File: config.mk
export PLATFORM = sky130hd
export DESIGN_NAME = wtlb_top
export DESIGN_NICKNAME = d
export VERILOG_FILES = /design/src/rtl/wtlb_pkg.sv /design/src/rtl/wtlb_match.sv /design/src/rtl/wtlb_victim.sv /design/src/rtl/wtlb_store.sv /design/src/rtl/wtlb_top.sv
export SDC_FILE = /design/constraint.sdc
export NUM_CORES = 1
export LEC_CHECK = 0
export BUFFER_PORTS_ARGS = -buffer_cell sky130_fd_sc_hd__buf_2
export CAP_MARGIN = 20
export CORE_MARGIN = 4
export CORE_UTILIZATION = 50
export CTS_BUF_LIST = sky130_fd_sc_hd__clkbuf_16
export CTS_CLUSTER_DIAMETER = 50
export CTS_CLUSTER_SIZE = 20
export DETAILED_ROUTE_END_ITERATION = 8
export PLACE_DENSITY_LB_ADDON = 0.3
export SLEW_MARGIN = 20
export SYNTH_ARGS = -nofsm -noshare
export SYNTH_HDL_FRONTEND = slang
export SYNTH_SLANG_ARGS = --single-unit
File: constraint.sdc
create_clock -name clk -period 5.9 [get_ports clk]
set_input_delay 0 -clock clk [delete_from_list [all_inputs] [get_ports clk]]
set_output_delay 0 -clock clk [all_outputs]
set_load 0.005 [all_outputs]
File: src/rtl/wtlb_pkg.sv
// Shared encodings for the world-tagged TLB.
package wtlb_pkg;
    typedef enum logic [1:0] {
        INV_ALL   = 2'd0,
        INV_WORLD = 2'd1,
        INV_PAGE  = 2'd2,
        INV_NOP   = 2'd3
    } inv_op_e;

    localparam logic WORLD_SECURE = 1'b0;
    localparam logic WORLD_NORMAL = 1'b1;
endpackage

File: src/rtl/wtlb_match.sv
// Parallel tag comparator: flags every valid entry whose page and world equal
// the request. Assumes the store never holds two entries with the same tag.
module wtlb_match #(
    parameter int N  = 8,
    parameter int VW = 20
) (
    input  logic                 clk,
    input  logic                 rst_n,
    input  logic [N-1:0]         valid,
    input  logic [N-1:0][VW-1:0] vpn,
    input  logic [N-1:0]         world,
    input  logic [VW-1:0]        req_vpn,
    input  logic                 req_world,
    output logic [N-1:0]         hit
);
    // one comparator per entry, world tag included in the match
    for (genvar g = 0; g < N; g++) begin : g_cmp
        assign hit[g] = valid[g] && (vpn[g] == req_vpn) && (world[g] == req_world);
    end


    single_hit_chk: assert property (@(posedge clk) disable iff (!rst_n) $onehot0(hit));
endmodule

File: src/rtl/wtlb_victim.sv
// Refill slot selection: matching entry, else lowest invalid, else the
// round-robin pointer, which advances only when it is used.
module wtlb_victim #(
    parameter int N = 8,
    localparam int IDX_W = (N > 1) ? $clog2(N) : 1
) (
    input  logic             clk,
    input  logic             rst_n,
    input  logic [N-1:0]     valid,
    input  logic [N-1:0]     match,
    input  logic             fill_en,
    output logic [IDX_W-1:0] idx
);
    logic [IDX_W-1:0] rr_q;
    logic             use_rr;

    // pick the slot by priority: match, lowest invalid, pointer
    always_comb begin
        idx = rr_q;
        if (|match) begin
            for (int i = 0; i < N; i++)
                if (match[i]) idx = IDX_W'(i);
        end else begin
            for (int i = N - 1; i >= 0; i--)
                if (!valid[i]) idx = IDX_W'(i);
        end
    end

    assign use_rr = fill_en && !(|match) && (&valid);

    // round-robin pointer, wraps at N
    always_ff @(posedge clk) begin
        if (!rst_n)      rr_q <= '0;
        else if (use_rr) rr_q <= (rr_q == IDX_W'(N - 1)) ? '0 : rr_q + 1'b1;
    end


    free_slot_first_chk: assert property (@(posedge clk) disable iff (!rst_n)
        (fill_en && !(|match) && !(&valid)) |-> !valid[idx]);
endmodule

File: src/rtl/wtlb_store.sv
// Entry array with valid bits. Invalidate is applied before the refill write
// in the same cycle, so a refilled slot always ends valid.
module wtlb_store
    import wtlb_pkg::*;
#(
    parameter int N  = 8,
    parameter int VW = 20,
    parameter int PW = 20,
    localparam int IDX_W = (N > 1) ? $clog2(N) : 1
) (
    input  logic                 clk,
    input  logic                 rst_n,
    input  logic                 fill_en,
    input  logic [IDX_W-1:0]     fill_idx,
    input  logic [VW-1:0]        fill_vpn,
    input  logic                 fill_world,
    input  logic [PW-1:0]        fill_ppn,
    input  logic                 fill_ns,
    input  logic                 inv_en,
    input  inv_op_e              inv_op,
    input  logic                 inv_world,
    input  logic [VW-1:0]        inv_vpn,
    output logic [N-1:0]         valid_q,
    output logic [N-1:0][VW-1:0] vpn_q,
    output logic [N-1:0]         world_q,
    output logic [N-1:0][PW-1:0] ppn_q,
    output logic [N-1:0]         ns_q
);
    logic [N-1:0] kill;

    for (genvar g = 0; g < N; g++) begin : g_ent
        // decide whether this entry falls inside the invalidate scope
        always_comb begin
            kill[g] = 1'b0;
            if (inv_en) begin
                case (inv_op)
                    INV_ALL:   kill[g] = 1'b1;
                    INV_WORLD: kill[g] = (world_q[g] == inv_world);
                    INV_PAGE:  kill[g] = (world_q[g] == inv_world) && (vpn_q[g] == inv_vpn);
                    default:   kill[g] = 1'b0;
                endcase
            end
        end

        // entry state: clear on reset or invalidate, then write on refill
        always_ff @(posedge clk) begin
            if (!rst_n) begin
                valid_q[g] <= 1'b0;
                vpn_q[g]   <= '0;
                world_q[g] <= 1'b0;
                ppn_q[g]   <= '0;
                ns_q[g]    <= 1'b0;
            end else begin
                if (kill[g]) valid_q[g] <= 1'b0;
                if (fill_en && (fill_idx == IDX_W'(g))) begin
                    valid_q[g] <= 1'b1;
                    vpn_q[g]   <= fill_vpn;
                    world_q[g] <= fill_world;
                    ppn_q[g]   <= fill_ppn;
                    ns_q[g]    <= fill_ns;
                end
            end
        end
    end


    flush_all_chk: assert property (@(posedge clk) disable iff (!rst_n)
        (inv_en && inv_op == INV_ALL && !fill_en) |=> (valid_q == '0));

    flush_secure_chk: assert property (@(posedge clk) disable iff (!rst_n)
        (inv_en && inv_op == INV_WORLD && !inv_world && !fill_en) |=> ((valid_q & ~world_q) == '0));

    flush_normal_chk: assert property (@(posedge clk) disable iff (!rst_n)
        (inv_en && inv_op == INV_WORLD && inv_world && !fill_en) |=> ((valid_q & world_q) == '0));
endmodule

File: src/rtl/wtlb_top.sv
// World-tagged fully associative TLB. Lookup answers one cycle later; the
// normal world is always forced to non-secure output. Assumes N >= 2.
module wtlb_top
    import wtlb_pkg::*;
#(
    parameter int ENTRIES = 8,
    parameter int VPN_W   = 20,
    parameter int PPN_W   = 20,
    localparam int IDX_W  = $clog2(ENTRIES)
) (
    input  logic             clk,
    input  logic             rst_n,
    input  logic             lk_valid,
    input  logic [VPN_W-1:0] lk_vpn,
    input  logic             lk_world,
    output logic             rsp_valid,
    output logic             rsp_hit,
    output logic [PPN_W-1:0] rsp_ppn,
    output logic             rsp_ns,
    input  logic             fill_valid,
    input  logic [VPN_W-1:0] fill_vpn,
    input  logic             fill_world,
    input  logic [PPN_W-1:0] fill_ppn,
    input  logic             fill_ns,
    input  logic             inv_valid,
    input  logic [1:0]       inv_op,
    input  logic             inv_world,
    input  logic [VPN_W-1:0] inv_vpn
);
    logic [ENTRIES-1:0]            valid_q, world_q, ns_q;
    logic [ENTRIES-1:0][VPN_W-1:0] vpn_q;
    logic [ENTRIES-1:0][PPN_W-1:0] ppn_q;
    logic [ENTRIES-1:0]            lk_hit_vec, fill_hit_vec;
    logic [IDX_W-1:0]              fill_idx;
    logic [PPN_W-1:0]              sel_ppn;
    logic                          sel_ns;

    wtlb_match #(.N(ENTRIES), .VW(VPN_W)) u_lk_match (
        .clk(clk), .rst_n(rst_n), .valid(valid_q), .vpn(vpn_q), .world(world_q),
        .req_vpn(lk_vpn), .req_world(lk_world), .hit(lk_hit_vec));

    wtlb_match #(.N(ENTRIES), .VW(VPN_W)) u_fill_match (
        .clk(clk), .rst_n(rst_n), .valid(valid_q), .vpn(vpn_q), .world(world_q),
        .req_vpn(fill_vpn), .req_world(fill_world), .hit(fill_hit_vec));

    wtlb_victim #(.N(ENTRIES)) u_victim (
        .clk(clk), .rst_n(rst_n), .valid(valid_q), .match(fill_hit_vec),
        .fill_en(fill_valid), .idx(fill_idx));

    wtlb_store #(.N(ENTRIES), .VW(VPN_W), .PW(PPN_W)) u_store (
        .clk(clk), .rst_n(rst_n),
        .fill_en(fill_valid), .fill_idx(fill_idx), .fill_vpn(fill_vpn),
        .fill_world(fill_world), .fill_ppn(fill_ppn), .fill_ns(fill_ns),
        .inv_en(inv_valid), .inv_op(inv_op_e'(inv_op)), .inv_world(inv_world),
        .inv_vpn(inv_vpn),
        .valid_q(valid_q), .vpn_q(vpn_q), .world_q(world_q), .ppn_q(ppn_q), .ns_q(ns_q));

    // gather the data of the (at most one) hitting entry
    always_comb begin
        sel_ppn = '0;
        sel_ns  = 1'b0;
        for (int i = 0; i < ENTRIES; i++) begin
            if (lk_hit_vec[i]) begin
                sel_ppn = sel_ppn | ppn_q[i];
                sel_ns  = sel_ns | ns_q[i];
            end
        end
    end

    // register the lookup response, forcing non-secure for the normal world
    always_ff @(posedge clk) begin
        if (!rst_n) begin
            rsp_valid <= 1'b0;
            rsp_hit   <= 1'b0;
            rsp_ppn   <= '0;
            rsp_ns    <= 1'b0;
        end else begin
            rsp_valid <= lk_valid;
            rsp_hit   <= lk_valid && (|lk_hit_vec);
            rsp_ppn   <= lk_valid ? sel_ppn : '0;
            rsp_ns    <= lk_valid && ((lk_world == WORLD_NORMAL) || sel_ns);
        end
    end


    normal_is_ns_chk: assert property (@(posedge clk) disable iff (!rst_n)
        (lk_valid && lk_world == WORLD_NORMAL) |=> rsp_ns);

    idle_quiet_chk: assert property (@(posedge clk) disable iff (!rst_n)
        !lk_valid |=> (!rsp_valid && !rsp_hit));

    miss_zero_ppn_chk: assert property (@(posedge clk) disable iff (!rst_n)
        !rsp_hit |-> (rsp_ppn == '0));
endmodule

-- Yosys cells after proc, flatten, opt, wreduce, memory -nomap -nowiden
Cells that the tools add are included.
Widths: inputs -> output; s select.
- register bits: 370
- input bits: 91
- output and inout port bits: 23
- add/sub/neg operators: 1
- equality and inequality tests: 58
- multiplexer cells: 66
- bitwise logic cells: 14
- reductions and logical operators: 68
- operators by type and width (cell ; number):
    $eq 20x20->1 ; 24
    $mux 20 ; 8
    $or 20x20->20 ; 7
    $mux 3 ; 18
    $logic_and 1x1->1 ; 52
    $mux 1 ; 32
    $eq 1x1->1 ; 24
    $pmux 1 s3 ; 8
    $reduce_bool 2->1 ; 8
    $reduce_or 8->1 ; 2
    $eq 3x3->1 const B ; 5
    $reduce_and 8->1 ; 1
    $or 1x1->1 ; 7
    $eq 3x2->1 const B ; 2
    $add 3x1->3 const B ; 1
    $eq 3x1->1 const B ; 1
    $logic_not 3->1 ; 1
    $eq 2x1->1 const B ; 1
    $eq 2x2->1 const B ; 1
    $logic_not 2->1 ; 1
    $reduce_and 2->1 ; 1
    $logic_not 1->1 ; 1
    $logic_or 1x1->1 ; 1

-- Depth between registers and ports, before layout
- word-level depth: 20
- mapped depth: 11
- mapped depth without buffers: 8

-- Hierarchy
Synthesis repeated with hierarchy kept, for this count alone.
- cell total of the unflattened synthesis: 2518
- area, all modules: 19976.7 um2
- by module, submodules not included (module ; instances ; cells an instance ; area each (um2)):
    wtlb_store ; 1 ; 1815 ; 14081.0
    wtlb_match ; 2 ; 253 ; 2078.2
    wtlb_top ; 1 ; 151 ; 1418.9
    wtlb_victim ; 1 ; 46 ; 320.3

-- Least setup slack after synthesis
No wires, ideal clock.
- kind: reg2reg
- from: register u_store.vpn_q[65] (netlist name)
- to: register u_store.ppn_q[40] (netlist name)
- arrival: 2.667 ns
- slack: 3.160 ns
- cell stages (with the launch flop): 11
- path buffers: 2
- period minus slack after synthesis: 2.740 ns
- path through: dfxtp_1 xnor2_1 nand4_1 or4_1 or4b_1 a211oi_2 a311oi_2 nor3_2 buf_4 buf_8 mux2i_1
- word-level cells in the longest chain between the ends: 11
- elaborated cells on any way between the ends: 12
- classes of those cells: eq/ne (2); mux (6); reduce/logical (4)
- RTL lines (element ; line ; text):
    start: declaration ; wtlb_store.sv:24 ; output logic [N-1:0][VW-1:0] vpn_q,
    start signal: indexed assignment ; wtlb_store.sv:57 ; vpn_q[g] <= fill_vpn;
    $eq 20x20->1 * ; wtlb_match.sv:18 ; assign hit[g] = valid[g] && (vpn[g] == req_vpn) && (world[g] == req_world);
    $logic_and 1x1->1 * (2 in a row) ; wtlb_match.sv:18 ;
    $mux 3 (5 in a row) ; wtlb_victim.sv:22 ; if (match[i]) idx = IDX_W'(i);
    $mux 3 * ; wtlb_victim.sv:20 ; if (|match) begin
    $eq 3x2->1 * ; wtlb_store.sv:55 ; if (fill_en && (fill_idx == IDX_W'(g))) begin
    $logic_and 1x1->1 * ; wtlb_store.sv:55 ;
    end signal: indexed assignment ; wtlb_store.sv:59 ; ppn_q[g] <= fill_ppn;
    end: declaration ; wtlb_store.sv:26 ; output logic [N-1:0][PW-1:0] ppn_q,
Mark *: on every way between the ends. The rest lies on a longest branch, timed or not.
A chain may end at the register's enable or synchronous reset.

-- Worst setup path after layout
- from: register u_store.vpn_q[30] (netlist name)
- to: register u_store.ppn_q[86] (netlist name)
- word-level cells in the longest chain between the ends: 13
- elaborated cells on any way between the ends: 14
- classes of those cells: eq/ne (2); mux (8); reduce/logical (4)
- RTL lines (element ; line):
    $eq 20x20->1 * ; wtlb_match.sv:18
    $logic_and 1x1->1 * (2 in a row) ; wtlb_match.sv:18
    $mux 3 (7 in a row) ; wtlb_victim.sv:22
    $mux 3 * ; wtlb_victim.sv:20
    $eq 3x3->1 * ; wtlb_store.sv:55
    $logic_and 1x1->1 * ; wtlb_store.sv:55
Marks and branches as above.

==> summary.txt <==
Run status
  – Outcome: finished, final reports clean

Clocking
  – Cts hold-fix bufs: 26
  – Insertion delay to the later sink of the worst-skew pair: 590 ps
  – CTS clk-pin slew, worst paths: 70 ps
  – CTS root buffer: clkbuf_16
  – H-Tree Depth: 2
  – CTS buffer count: 41
  – CTS sink count: 370
  – Longest Clk Path Bufs: 3
  – Postcts setup bufs: 0
  – Post-CTS resize count: 0
  – TritonCTS clock tree: yes

Synth
  – Top FF cell, synth: dfxtp_1
  – Mapped Avg Cell Area: 9.41 um^2
  – Flops & latches, synth: 370
  – Syn nets: 2246
  – Unique masters post-synth: 49
  – Post-synth ARST share: 0
  – Syn Std Cell Area: 20300 um^2
  – Top cell type's share of synthesized area: 0.366
  – Synth area leaders: dfxtp_1, mux2i_1, xor2_1
  – Area leader, netlist: dfxtp_1
  – Sequential-to-total area share from yosys stat: 0.366
  – YS warnings: 0
  – Cells after Synth: 2153
  – Post-synth EDFFs: 0

Pwr
  – Int Pwr: 0.00415 W
  – Sequential Power Share: 0.438
  – Clk pwr share: 0.450
  – Pwr dens: 263 nW/um^2
  – Peak supply drop: 0.190 mV
  – NetSw: 0.00176 W
  – Leakage: 10.0 nW
  – Sw Ratio: 0.298
  – Combinational power share: 0.113

Timing
  – Measured slew at the worst slew-check pin: 1160 ps
  – Fin crit share: 0.722
  – Tmin final: 4260 ps
  – Worst relative slew slack: 0.228
  – Final setup fails: 0
  – Fin Clk Skew: 38.1 ps
  – Max Freq: 235 MHz
  – Final Hold Viols: 0
  – Max Slew Vio Count: 0
  – RSZ-0062 raised after global routing: no
  – Post-Route Setup TNS: 0 ps
  – Final WS setup: 1640 ps

Worst setup path
  – RR Startpoint: u_store.vpn_q[30]$_SDFFE_PN0P_
  – Crit path launch type: register
  – Crit end category: register
  – Crit. Startpoint: u_store.vpn_q[30]$_SDFFE_PN0P_
  – Worst Setup EP: u_store.ppn_q[86]$_SDFFE_PN0P_
  – WP data arrival: 4720 ps
  – Worst setup path class: register to register
  – Worst path required time: 6360 ps
  – Crit Path Max Fanout: 43
  – Reg-to-reg endpoint: u_store.ppn_q[86]$_SDFFE_PN0P_
  – FF-to-FF setup slack: 1640 ps
  – Cells on worst reg2reg path: 10

Cells and area
  – Antenna cells: 0
  – Final non-filler cell total: 2748
  – Synth-to-Final Area Change: 10.8%
  – Fraction of layout instances using a drive strength above 1: 0.104
  – Final instance area: 22500 um^2
  – Fin nets: 2283

Floorplanning
  – Die width: 209 um
  – Die height: 209 um
  – Core area: 39900 um^2
  – Starting Density: 0.507
  – Die area: 43800 um^2
  – IO Count: 114
  – FP Rows: 73

Route
  – Wire length per cell: 28.6 um
  – Detailed Route WL: 78500 um
  – Initial DRC count: 2619
  – Via/cell ratio: 6.29
  – Drt drc: 0
  – Routed vias: 17300
  – Drt pass-1 iters: 6
  – DRT antenna net count: 0

Placed design
  – Post-Place Cells: 2646
  – Hpwl dp: 48800 um
  – Final GP Congestion: 1.08
  – Place WS: 1820 ps
  – DP Area: 20800 um^2
  – Buffers on Ports: 113

Global routing
  – First-pass GRT wire length: 113000 um
  – Global route total overflow: 0
  – Number of global-route vias before repair: 17000
  – Largest net degree at the start of global routing: 192
  – Tot GR Track Use: 0.345
  – Initial antenna violation count: 0

Run
  – # Max-Cap Violations: 0

Hold path
  – Hold Crit Class: input pin to register
## metrics by stage
stage                      util  total power [W]  hold slack, ps
after floorplan               -          0.00303             199
after global placement    0.521          0.00325             379
after detailed placement  0.521          0.00326             379
after CTS                 0.562          0.00589            40.7
after global routing      0.563          0.00604             134
final                     0.563          0.00590             101
## placed cells by master, fill, tap and decap left out, drive strengths merged, types with 13 or more instances in the layout
cell	instances
nand2	390
dfxtp	370
xor2	341
mux2i	339
xnor2	164
buf	135
nor4	88
nand4	74
clkbuf	43
a22oi	40
dlygate4sd3	26
inv	23
a22o	21
a221oi	21
a31oi	21
nand3	14
nor2	13
clkinv	13
## final cells by class
cell class	instances	area (um^2)
Fill cell	3528	17500
Timing Repair Buffer	161	1030
Tap cell	525	657
Clock buffer	43	1080
Multi-Input combinational cell	1611	11900
Sequential cell	370	7410
Inverter	5	18.8
Clock inverter	33	328
## state kept, by name, summed over array words and instances (netlist names)
register / count
u_store.valid_q: 8
rsp_hit: 1
rsp_ppn: 20
rsp_valid: 1
u_victim.rr_q: 3
rsp_ns: 1
u_store.ns_q: 8
u_store.world_q: 8
u_store.ppn_q: 160
u_store.vpn_q: 160
## metal layers
layer,share of wire,up-vias,track usage
met5,0,-,0
li1,-,7501,-
met1,0.39,8338,0.446
met4,0.069,0,0.196
met2,0.43,1108,0.517
met3,0.12,325,0.0981
## logic make-up after synthesis
family          Yosys count  share of synthesized area
simple gates            611                      0.140
compound gates          154                     0.0576
flops                   370                      0.366
xor+xnor                505                      0.218
buf+inv                 172                     0.0497
mux                     339                      0.168
fa+ha+maj                 2                    0.00124
## power by group through the flow
stage	combinational (W)	sequential [W]	clock (W)
final	0.000664	0.00258	0.00266
after global routing	0.000680	0.00259	0.00277
after CTS	0.000633	0.00258	0.00268
after detailed placement	0.000617	0.00264	0
after global placement	0.000616	0.00264	0
after floorplan	0.000402	0.00262	0
## how the worst min path moves through the flow
stage / start / endpoint / cells after the start / slack [ps]
3_3_place_gp: rsp_hit$_SDFF_PN0_ / rsp_hit / 1 / 380
2_1_floorplan: lk_valid / rsp_ppn[0]$_SDFF_PN0_ / 2 / 200
5_1_grt: lk_world / rsp_ns$_SDFF_PN0_ / 3 / 130
4_1_cts: lk_world / rsp_ns$_SDFF_PN0_ / 3 / 40
3_5_place_dp: rsp_valid$_SDFF_PN0_ / rsp_valid / 1 / 380
6_report: lk_world / rsp_ns$_SDFF_PN0_ / 3 / 100
## cell usage after synthesis (8+ instances only)
cell type and instances:
a21oi_1 10, xor2_1 341, dfxtp_1 370, nand4_1 74, nor2_1 13, xnor2_1 164
buf_8 16, buf_6 11, mux2i_1 339, nor4_1 88, a22o_1 21, a31oi_1 21
buf_4 22, buf_2 12, a221oi_1 21, o41ai_1 8, nand3_1 14, nand2_1 390
nor3_1 9, clkbuf_1 103, o21ai_0 9, a22oi_1 40
## critical path, cell delays in order, from the launching register on
cell and delay [ps]:
dfxtp_1 360, xor2_1 170, nor4_1 420, nand4_1 210, o21ai_0 530, nor2_1 130, a311oi_2 960, nand3_4 90
buf_4 420, mux2i_1 220, dlygate4sd3_1 590
Note: power is estimated with default switching activity, not from simulation.
